$ cat config.mk
export PLATFORM = sky130hd
export DESIGN_NAME = port_cmd_ctrl
export DESIGN_NICKNAME = d
export VERILOG_FILES = /design/src/rtl/pcc_pkg.sv /design/src/rtl/pcc_run_fsm.sv /design/src/rtl/pcc_spinup.sv /design/src/rtl/pcc_fis_gate.sv /design/src/rtl/port_cmd_ctrl.sv
export SDC_FILE = /design/constraint.sdc
export NUM_CORES = 1
export LEC_CHECK = 0
export ABC_AREA = 1
export BUFFER_PORTS_ARGS = -buffer_cell sky130_fd_sc_hd__buf_2
export CAP_MARGIN = 20
export CORE_MARGIN = 3
export CORE_UTILIZATION = 65
export CTS_CLUSTER_SIZE = 8
export DETAILED_ROUTE_END_ITERATION = 10
export PLACE_DENSITY = 0.91
export SLEW_MARGIN = 5
export SYNTH_ARGS = -nofsm -noshare
export SYNTH_HDL_FRONTEND = slang
export SYNTH_SLANG_ARGS = --single-unit
$ cat constraint.sdc
create_clock -name clk -period 13.9 [get_ports clk]
set_input_delay 1.39 -clock clk [delete_from_list [all_inputs] [get_ports clk]]
set_output_delay 1.39 -clock clk [all_outputs]
set_load 0.05 [all_outputs]
$ cat src/rtl/pcc_pkg.sv
package pcc_pkg;
    localparam int REG_W   = 16;
    localparam int WR_W    = 5;
    localparam int B_START = 0;
    localparam int B_SPIN  = 1;
    localparam int B_POWER = 2;
    localparam int B_OVR   = 3;
    localparam int B_FRE   = 4;
    localparam int B_SLOT  = 8;
    localparam int B_FRUN  = 14;

    typedef enum logic [1:0] {RS_IDLE, RS_RUN, RS_STOP, RS_CLEAR} run_state_t;
    typedef enum logic {SU_DOWN, SU_UP} spin_state_t;
    typedef enum logic {FG_SHUT, FG_ARMED} fis_state_t;
    typedef enum logic {OV_OFF, OV_ON} ovr_state_t;
endpackage

$ cat src/rtl/pcc_run_fsm.sv
module pcc_run_fsm
    import pcc_pkg::*;
#(
    parameter int SLOT_W = 5,
    localparam int NSLOT = 1 << SLOT_W
) (
    input  logic              clk,
    input  logic              rst_n,
    input  logic              start,
    input  logic              eng_idle,
    input  logic              slot_done,
    input  logic [NSLOT-1:0]  issued,
    output logic              run_en,
    output logic              ci_clear,
    output logic [SLOT_W-1:0] cur_slot
);
    run_state_t state, state_nx;
    logic [SLOT_W-1:0] slot_nx;

    function automatic logic [SLOT_W-1:0] next_slot(input logic [SLOT_W-1:0] cur,
                                                    input logic [NSLOT-1:0] vec);
        logic [SLOT_W-1:0] res;
        logic              hit;
        res = cur;
        hit = 1'b0;
        for (int i = 1; i <= NSLOT; i++) begin
            logic [SLOT_W-1:0] idx;
            idx = cur + SLOT_W'(i);
            if (!hit && vec[idx]) begin
                res = idx;
                hit = 1'b1;
            end
        end
        return res;
    endfunction

    always_comb begin
        state_nx = state;
        slot_nx  = cur_slot;
        unique case (state)
            RS_IDLE:  if (start) begin
                          state_nx = RS_RUN;
                          slot_nx  = '0;
                      end
            RS_RUN:   if (!start)        state_nx = RS_STOP;
                      else if (slot_done) slot_nx = next_slot(cur_slot, issued);
            RS_STOP:  if (eng_idle)      state_nx = RS_CLEAR;
            RS_CLEAR:                    state_nx = RS_IDLE;
            default:                     state_nx = RS_IDLE;
        endcase
    end

    always_ff @(posedge clk) begin
        if (!rst_n) begin
            state    <= RS_IDLE;
            cur_slot <= '0;
        end else begin
            state    <= state_nx;
            cur_slot <= slot_nx;
        end
    end

    always_comb begin
        run_en   = (state == RS_RUN);
        ci_clear = (state == RS_CLEAR);
    end

    a_r5_clear_after_idle: assert property (@(posedge clk) disable iff (!rst_n)
        ci_clear |-> $past(eng_idle));
    a_r5_clear_one_cycle: assert property (@(posedge clk) disable iff (!rst_n)
        ci_clear |=> !ci_clear);
    a_r2_start_at_zero: assert property (@(posedge clk) disable iff (!rst_n)
        $rose(run_en) |-> (cur_slot == '0));
    a_r3_hold_when_idle: assert property (@(posedge clk) disable iff (!rst_n)
        (run_en && !slot_done) |=> $stable(cur_slot));
endmodule

$ cat src/rtl/pcc_spinup.sv
module pcc_spinup
    import pcc_pkg::*;
(
    input  logic clk,
    input  logic rst_n,
    input  logic wr_en,
    input  logic wr_spin,
    input  logic cap_stagger,
    input  logic det_zero,
    output logic spin_rd,
    output logic comreset_req,
    output logic listen_req
);
    spin_state_t state, state_nx;
    logic        rise_nx, fall_nx;

    always_comb begin
        state_nx = state;
        rise_nx  = 1'b0;
        fall_nx  = 1'b0;
        if (wr_en && cap_stagger) begin
            unique case (state)
                SU_DOWN: if (wr_spin) begin
                             state_nx = SU_UP;
                             rise_nx  = 1'b1;
                         end
                SU_UP:   if (!wr_spin) begin
                             state_nx = SU_DOWN;
                             fall_nx  = det_zero;
                         end
                default: state_nx = SU_DOWN;
            endcase
        end
    end

    always_ff @(posedge clk) begin
        if (!rst_n) state <= SU_DOWN;
        else        state <= state_nx;
    end

    always_ff @(posedge clk) begin
        if (!rst_n) begin
            comreset_req <= 1'b0;
            listen_req   <= 1'b0;
        end else begin
            comreset_req <= rise_nx;
            listen_req   <= fall_nx;
        end
    end

    assign spin_rd = cap_stagger ? (state == SU_UP) : 1'b1;

    a_r11_reset_pulse: assert property (@(posedge clk) disable iff (!rst_n)
        comreset_req |=> !comreset_req);
    a_r11_reset_needs_strap: assert property (@(posedge clk) disable iff (!rst_n)
        comreset_req |-> $past(cap_stagger) && $past(wr_en));
    a_r12_listen_needs_detect: assert property (@(posedge clk) disable iff (!rst_n)
        listen_req |-> $past(det_zero) && !comreset_req);
endmodule

$ cat src/rtl/pcc_fis_gate.sv
module pcc_fis_gate
    import pcc_pkg::*;
(
    input  logic clk,
    input  logic rst_n,
    input  logic wr_en,
    input  logic wr_fre,
    input  logic link_ready,
    input  logic rx_valid,
    input  logic rx_is_d2h,
    output logic fre,
    output logic fis_accept
);
    fis_state_t state, state_nx;

    always_comb begin
        state_nx = state;
        unique case (state)
            FG_SHUT:  if (link_ready) state_nx = FG_ARMED;
            FG_ARMED: if (link_ready) state_nx = FG_ARMED;
                      else if (rx_valid && rx_is_d2h) state_nx = FG_SHUT;
            default:  state_nx = FG_SHUT;
        endcase
    end

    always_ff @(posedge clk) begin
        if (!rst_n) begin
            state <= FG_SHUT;
            fre   <= 1'b0;
        end else begin
            state <= state_nx;
            if (wr_en) fre <= wr_fre;
        end
    end

    always_comb begin
        fis_accept = rx_valid && (fre || (state == FG_ARMED && rx_is_d2h));
    end

    a_r8_refuse_when_off: assert property (@(posedge clk) disable iff (!rst_n)
        (fis_accept && !fre) |-> rx_is_d2h);
    a_r9_once_per_link: assert property (@(posedge clk) disable iff (!rst_n)
        (fis_accept && !fre && !link_ready) |=> !(fis_accept && !fre && !link_ready && $past(!link_ready)));
endmodule

$ cat src/rtl/port_cmd_ctrl.sv
module port_cmd_ctrl
    import pcc_pkg::*;
#(
    parameter int SLOT_W = 5,
    localparam int NSLOT = 1 << SLOT_W
) (
    input  logic              clk,
    input  logic              rst_n,
    input  logic              wr_en,
    input  logic [WR_W-1:0]   wr_data,
    output logic [REG_W-1:0]  rd_data,
    input  logic              cap_stagger,
    input  logic              det_zero,
    input  logic              tf_bsy,
    input  logic              tf_drq,
    input  logic              eng_idle,
    input  logic              slot_done,
    input  logic [NSLOT-1:0]  issued,
    input  logic              fis_running,
    input  logic              link_ready,
    input  logic              rx_valid,
    input  logic              rx_is_d2h,
    output logic              run_en,
    output logic [SLOT_W-1:0] cur_slot,
    output logic              ci_clear,
    output logic              comreset_req,
    output logic              listen_req,
    output logic              fis_accept,
    output logic              tf_bsy_out,
    output logic              tf_drq_out
);
    logic       start;
    logic       spin_rd;
    logic       fre;
    logic       wr_unused;
    ovr_state_t ovr, ovr_nx;

    assign wr_unused = wr_data[B_POWER];

    always_ff @(posedge clk) begin
        if (!rst_n)     start <= 1'b0;
        else if (wr_en) start <= wr_data[B_START];
    end

    always_comb begin
        ovr_nx = ovr;
        unique case (ovr)
            OV_OFF:  if (wr_en && wr_data[B_OVR]) ovr_nx = OV_ON;
            OV_ON:   if (!tf_bsy && !tf_drq)      ovr_nx = OV_OFF;
            default: ovr_nx = OV_OFF;
        endcase
    end

    always_ff @(posedge clk) begin
        if (!rst_n) ovr <= OV_OFF;
        else        ovr <= ovr_nx;
    end

    always_comb begin
        tf_bsy_out = tf_bsy && (ovr == OV_OFF);
        tf_drq_out = tf_drq && (ovr == OV_OFF);
    end

    pcc_run_fsm #(.SLOT_W(SLOT_W)) u_run (
        .clk       (clk),
        .rst_n     (rst_n),
        .start     (start),
        .eng_idle  (eng_idle),
        .slot_done (slot_done),
        .issued    (issued),
        .run_en    (run_en),
        .ci_clear  (ci_clear),
        .cur_slot  (cur_slot)
    );

    pcc_spinup u_spin (
        .clk          (clk),
        .rst_n        (rst_n),
        .wr_en        (wr_en),
        .wr_spin      (wr_data[B_SPIN]),
        .cap_stagger  (cap_stagger),
        .det_zero     (det_zero),
        .spin_rd      (spin_rd),
        .comreset_req (comreset_req),
        .listen_req   (listen_req)
    );

    pcc_fis_gate u_fis (
        .clk        (clk),
        .rst_n      (rst_n),
        .wr_en      (wr_en),
        .wr_fre     (wr_data[B_FRE]),
        .link_ready (link_ready),
        .rx_valid   (rx_valid),
        .rx_is_d2h  (rx_is_d2h),
        .fre        (fre),
        .fis_accept (fis_accept)
    );

    always_comb begin
        rd_data          = '0;
        rd_data[B_START] = start;
        rd_data[B_SPIN]  = spin_rd;
        rd_data[B_POWER] = 1'b1;
        rd_data[B_OVR]   = (ovr == OV_ON);
        rd_data[B_FRE]   = fre;
        rd_data[B_SLOT +: SLOT_W] = start ? cur_slot : '0;
        rd_data[B_FRUN]  = fis_running;
    end

    a_r6_override_masks: assert property (@(posedge clk) disable iff (!rst_n)
        $rose(rd_data[B_OVR]) |-> !tf_bsy_out && !tf_drq_out);
    a_r7_self_clear: assert property (@(posedge clk) disable iff (!rst_n)
        (ovr == OV_ON && !tf_bsy && !tf_drq) |=> !rd_data[B_OVR]);
    a_r7_zero_write_holds: assert property (@(posedge clk) disable iff (!rst_n)
        (ovr == OV_ON && (tf_bsy || tf_drq)) |=> rd_data[B_OVR]);
    a_r1_power_bit: assert property (@(posedge clk) disable iff (!rst_n)
        rd_data[B_POWER] && rd_data[7:5] == 3'b000);
endmodule

== Yosys cells after proc, flatten, opt, wreduce, memory -nomap -nowiden ==
Cells that the tools add are included.

* Logic and storage cells: 404
* Output and inout bits: 28
* Input port bits: 50
* Flip-flop bits (word level): 14

* Multiplexer cells: 238
* Eq/ne operators: 10
* Bitwise gates (word level): 5
* Add/subtract/negate cells: 31
* Order comparisons: 32
* Reduce and logical (&&, ||, !) cells: 79

{| class="wikitable"
|+ Operators by type and width
! operator !! number
|-
| 5-bit by 6-bit less-than comparator with 1-bit output, second input constant || 32
|-
| 5-bit 2-to-1 mux || 36
|-
| 1-bit 2-to-1 mux || 163
|-
| 1-bit binary-select mux with 5-bit select || 32
|-
| 5-bit adder, second input constant || 16
|-
| 5-bit by 4-bit adder with 5-bit output, second input constant || 8
|-
| 1-bit logical AND || 39
|-
| 1-bit zero test || 33
|-
| 32-bit by 1-bit != test with 1-bit output, second input constant || 1
|-
| 5-bit by 3-bit adder with 5-bit output, second input constant || 4
|-
| 5-bit by 2-bit adder with 5-bit output, second input constant || 2
|-
| 2-bit != test, second input constant || 5
|-
| 5-bit case mux with 2 select lines || 1
|-
| 2-bit case mux with 4 select lines || 1
|-
| 2-bit 2-to-1 mux || 3
|-
| 6-bit AND reduction || 1
|-
| 5-bit by 1-bit adder with 5-bit output, second input constant || 1
|-
| 1-bit NOT || 5
|-
| 2-bit == test, second input constant || 2
|-
| 1-bit case mux with 2 select lines || 2
|-
| 4-bit OR reduction || 1
|-
| 3-bit AND reduction || 1
|-
| 3-bit OR reduction || 1
|-
| 2-bit by 1-bit == test with 1-bit output, second input constant || 1
|-
| 4 further kinds || 4
|}

== Longest topological paths before layout ==
* Word-level depth: 193
* Gate-level depth with buffers: 53

== Modules after synthesis ==
A second synthesis with hierarchy kept.

* Cell total of the unflattened synthesis: 1003
* Area, all modules: 5148.7 um^2

{| class="wikitable"
|+ By module, submodules not included
! module !! seq. area each (um^2) !! cells each !! area each (um^2) !! times used
|-
| pcc_run_fsm || 140.1 || 937 || 4715.8 || 1
|-
| port_cmd_ctrl || 40.0 || 38 || 219.0 || 1
|-
| pcc_spinup || 60.1 || 14 || 121.4 || 1
|-
| pcc_fis_gate || 40.0 || 14 || 92.6 || 1
|}

== Least setup slack after synthesis ==
No wires, ideal clock.

* Path kind: register to register
* Start point: register u_run.cur_slot[2]
* End point: register u_run.cur_slot[0]
* Data required time: 13.782 ns
* Period minus slack after synthesis: 5.198 ns
* Path slack: 8.702 ns
* Arrival time: 5.080 ns
* Setup time: 0.118 ns
* Stages on the path, launching flop included: 39
* Cell sequence: dfxtp_1 -> buf_4 -> inv_1 -> buf_2 -> ha_1 -> inv_1 -> clkbuf_1 -> nand3_1 -> nand3_1 -> nand2_1 -> nand2_1 -> nand2_1 -> nand2_2 -> nor2_4 -> nand3_2 -> inv_2 -> nand3b_2 -> nor2_2 -> (+3 left out) -> nor2_2 -> nand2_1 -> nor2_2 -> nand2_2 -> nor3_4 -> nand4_2 -> nor2_4 -> nand4_4 -> nor2_4 -> nand4_4 -> nor2_4 -> nand4_4 -> nand3_2 -> nor2_1 -> nand3_2 -> nand2_2 -> nor3_1 -> nor2_1

* Cells in the longest elaborated chain, start to end: 191
* Elaborated cells on any way between the ends: 318
* Classes of those cells: add/sub (31); eq/ne (2); mux (222); reduce/logical (63)

{| class="wikitable"
|+ Ends and longest elaborated chain
! element !! line !! RTL
|-
| from (decl) || pcc_run_fsm.sv:15 || <nowiki>output logic [SLOT_W-1:0] cur_slot</nowiki>
|-
| from (signal assigned) || pcc_run_fsm.sv:59 || <nowiki>cur_slot <= slot_nx;</nowiki>
|-
| 5-bit by 1-bit adder with 5-bit output || pcc_run_fsm.sv:28 || <nowiki>idx = cur + SLOT_W'(i);</nowiki>
|-
| 1-bit binary-select mux with 5-bit select || pcc_run_fsm.sv:29 || <nowiki>if (!hit && vec[idx]) begin</nowiki>
|-
| 1-bit 2-to-1 mux (not written as such) || pcc_run_fsm.sv:29 ||
|-
| 1-bit 2-to-1 mux || pcc_run_fsm.sv:29 ||
|-
| 1-bit 2-to-1 mux || pcc_run_fsm.sv:46 || <nowiki>else if (slot_done) slot_nx = next_slot(cur_slot, issued);</nowiki>
|-
| 1-bit 2-to-1 mux || pcc_run_fsm.sv:45 || <nowiki>RS_RUN: if (!start) state_nx = RS_STOP;</nowiki>
|-
| 1-bit 2-to-1 mux || pcc_run_fsm.sv:40 || <nowiki>unique case (state)</nowiki>
|-
| 1-bit zero test || pcc_run_fsm.sv:29 ||
|-
| (+175 left out) || n/a ||
|-
| 1-bit 2-to-1 mux || pcc_run_fsm.sv:29 ||
|-
| 1-bit 2-to-1 mux || pcc_run_fsm.sv:46 ||
|-
| 1-bit 2-to-1 mux || pcc_run_fsm.sv:45 ||
|-
| 1-bit 2-to-1 mux || pcc_run_fsm.sv:40 ||
|-
| 1-bit zero test || pcc_run_fsm.sv:29 ||
|-
| 1-bit logical AND || pcc_run_fsm.sv:29 ||
|-
| 2-bit != test (no line) || n/a ||
|-
| 6-bit AND reduction (no line) || n/a ||
|}

Parallel ways exist; a longest one is shown, timed or not. The select of a mux whose other input is x is not followed.
A chain may end at the register's enable or synchronous reset.

== Final worst setup path ==
Same ends and word-level chain as after synthesis.

==> summary.md <==
| Metric | Value |
|---|---|
| FFs w/ async S/R, synth | `0%` |
| Post-synth EDFFs | `0` |
| Total CTS buffers | `3` |
| Die ar. | `approximately 0.0090 mm2` |
| Biggest area consumer among synthesized cells | `nand2_1` |
| H-tree levels | `1` |
| Clock Latency Late Sink | `0.25 ns` |
| Top FF cell, synth | `dfxtp_1` |
| Final Hold Vio Count | `0` |
| Pwr/cell area | `about 170 mW/mm2` |
| Post-CTS Resized | `0` |
| Clk slew on worst S/H paths | `about 0.060 ns` |
| First-pass GRT wire length | `between 20,000 and 30,000 um` |
| Slowest CP cell | `dfxtp_1` |
| Max_cap viols | `0` |
| Status | `finished clean` |
| Worst R2R Setup Slack | `between 6 and 7 ns` |
| Diodes inserted | `0` |
| Post-CTS Setup Bufs | `0` |
| Number of synthesized register bits | `14` |
| Syn_area_per_cell | `5.26 um2` |
| Via count of the first global-routing pass | `5,869` |
| Share of cells above drive strength 1 | `about an eighth` |
| Synth top area cells | `nand2_1 21%, nand3_1 17%, inv_1 9.2%` |
| Area delta synth->final | `6.09%` |
| Fin Setup TNS | `0 ns` |
| Final period utilization | `a little under three fifths` |
| Routed wire length | `~18,000 um` |
| GP Congestion | `between 1 and 1.5` |
| Tmin final | `around 7.7 ns` |
| Final nets | `1,084` |
| Clock sinks | `14` |
| Final setup fails | `0` |
| Core area | `0.00745 mm2` |
| CP Launch Type | `flip-flop` |
| Initial Util | `68.7%` |
| Cells after synthesis | `around 970` |
| IO Pins | `78` |
| Number of port buffers | `68` |
| Vias per cell | `between 6 and 7` |
| Synthesized cell area | `around 0.0051 mm2` |
| Slew margin rel. | `approximately a quarter` |
| FILL cells | `slightly above 700` |
| Critical path class | `reg -> reg` |
| Leakage | `3.00 nW` |
| Clock root buffer | `clkbuf_8` |
| # DRC | `0` |
| F_max | `0.131 GHz` |
| Worst IR drop on VDD | `between 0.1 and 0.15 mV` |
| Crit path capture type | `flip-flop` |
| Hold/Removal Path Class | `reg -> reg` |
| Fin Clk Skew | `approximately 0.0011 ns` |
| DR pass1 iterations | `6` |
| HPWL Detailed | `14,100 um` |
| Post-synth top area share | `~21%` |
| Most common cell in the netlist | `nand2_1` |
| Initial antenna violation count | `0` |
| Worst EP arrival | `between 7 and 8 ns` |
| Via count | `slightly below 7,000` |
| Die span in y | `about 95 um` |
| Power, Total | `about 920 uW` |
| Worst EP required | `between 10 and 15 ns` |
| Die X | `around 95 um` |
| Worst slew pin tran | `between 1 and 1.5 ns` |
| Grt ovf | `0` |
| Critical Path Fanout Max | `21` |
| CTS tree | `yes` |
| Cts hold-fix bufs | `0` |
| Row count | `31` |
| Post-route ant nets | `0` |
| Max clock buf depth | `2` |
| DR iter-0 viols | `around 1,000` |
| Slowest stage delay, CP | `around 1.1 ns` |
| Buffer and inverter count on the worst path | `3` |
| DR WL/cell | `~16 um` |
| Synth cell count leaders | `283 x nand2_1, 178 x nand3_1, 126 x inv_1` |
| Gr usage total | `between 40 and 50%` |
| RSZ-0062 raised after global routing | `false` |
| Synth cell types | `51` |
| Register area share after synthesis | `5.48%` |
| CP delay by family, top | `simple AND/OR/NAND/NOR gates` |
| Syn. warnings | `0` |
| Largest net degree at the start of global routing | `42` |
| Max-slew violations | `0` |
[cell type report]
class | count | area [um2] | area share (%)
Sequential cell | 14 | 280 | 5.16
Timing Repair Buffer | 73 | 378 | 6.96
Tap cell | 99 | 124 | 2.28
Clock buffer | 4 | 55.1 | 1.01
Inverter | 138 | 523 | 9.63
Multi-Input combinational cell | 786 | 4070 | 75.0
[where the power goes]
| group | internal, mW | switching, mW |
|---|---|---|
| Combinational | 0.236 | 0.587 |
| Sequential | 0.0457 | 0.00699 |
| Clock | 0.0251 | 0.0152 |
| Total | 0.307 | 0.609 |
[logic make-up after synthesis]
logic type	synth area share, %
AND/OR/NAND/NOR	52.2
buffers and inverters	15.4
AO/OA/AOI/OAI	16.3
XOR/XNOR	4.91
adder cells (fa/ha/maj)	4.40
flip-flops	5.48
multiplexers	1.17
other	0.147
[stage by stage]
step	cells	hold WS [ns]	setup WS, ns	instance area (um2)	utilization, %
floorplan	977	0.392	8.70	5130	-
global placement	1110	0.409	6.86	5380	72.2
detailed placement	1110	0.407	6.71	5380	72.2
CTS	1114	0.417	6.65	5430	72.9
global route	1114	0.442	5.95	5430	72.9
finish	1114	0.414	6.24	5430	72.9
[worst paths after layout]
check	startpoint	to	depth (start not counted)
worst max-delay path	u_run.cur_slot[2]	u_run.cur_slot[0]	35
worst min-delay path	u_spin.state	u_spin.comreset_req	1
worst max register to register	u_run.cur_slot[2]	u_run.cur_slot[0]	35
worst min register to register	u_spin.state	u_spin.comreset_req	1
[flip-flops by register name, indices dropped and copies added (netlist names)]
register / flops
ovr: 1
u_fis.state: 1
u_spin.listen_req: 1
u_spin.state: 1
u_run.state: 2
start: 1
u_fis.fre: 1
u_spin.comreset_req: 1
u_run.cur_slot: 5
[cell usage in the layout, fill, tap and decap left out, types with 5 or more instances in the layout]
master | Yosys | layout
a21oi_1 | 34 | 34
buf_2 | 10 | 68
buf_4 | 17 | 5
conb_1 | 2 | 6
dfxtp_1 | 14 | 14
ha_1 | 18 | 18
inv_1 | 126 | 126
inv_2 | 10 | 10
mux2i_1 | 6 | 6
nand2_1 | 283 | 283
nand2_2 | 9 | 9
nand3_1 | 178 | 178
nand4_1 | 6 | 6
nor2_1 | 66 | 66
nor2_2 | 6 | 6
nor2_4 | 6 | 6
nor3_1 | 13 | 13
o211ai_1 | 6 | 6
o21ai_0 | 70 | 70
o21ai_1 | 12 | 12
o21bai_1 | 6 | 6
xor2_1 | 13 | 12
[routing by layer]
| metal | up-vias | wire (um) | track usage (%) |
|---|---|---|---|
| met5 | - | 0 | 1.79 |
| met4 | 0 | 963 | 17.8 |
| met3 | 87 | 2540 | 8.69 |
| met2 | 490 | 7820 | 63.5 |
| met1 | 2896 | 7000 | 54.8 |
| li1 | 3248 | - | - |
[worst register-to-register path: cells and delay by family, from the launching register on]
family | cells | cell delay [ns]
adder cells (fa/ha/maj) | 1 | 0.93
buffers and inverters | 3 | 1.29
flip-flops | 1 | 1.06
AND/OR/NAND/NOR | 31 | 4.29
(Power assumes the default switching activity.)
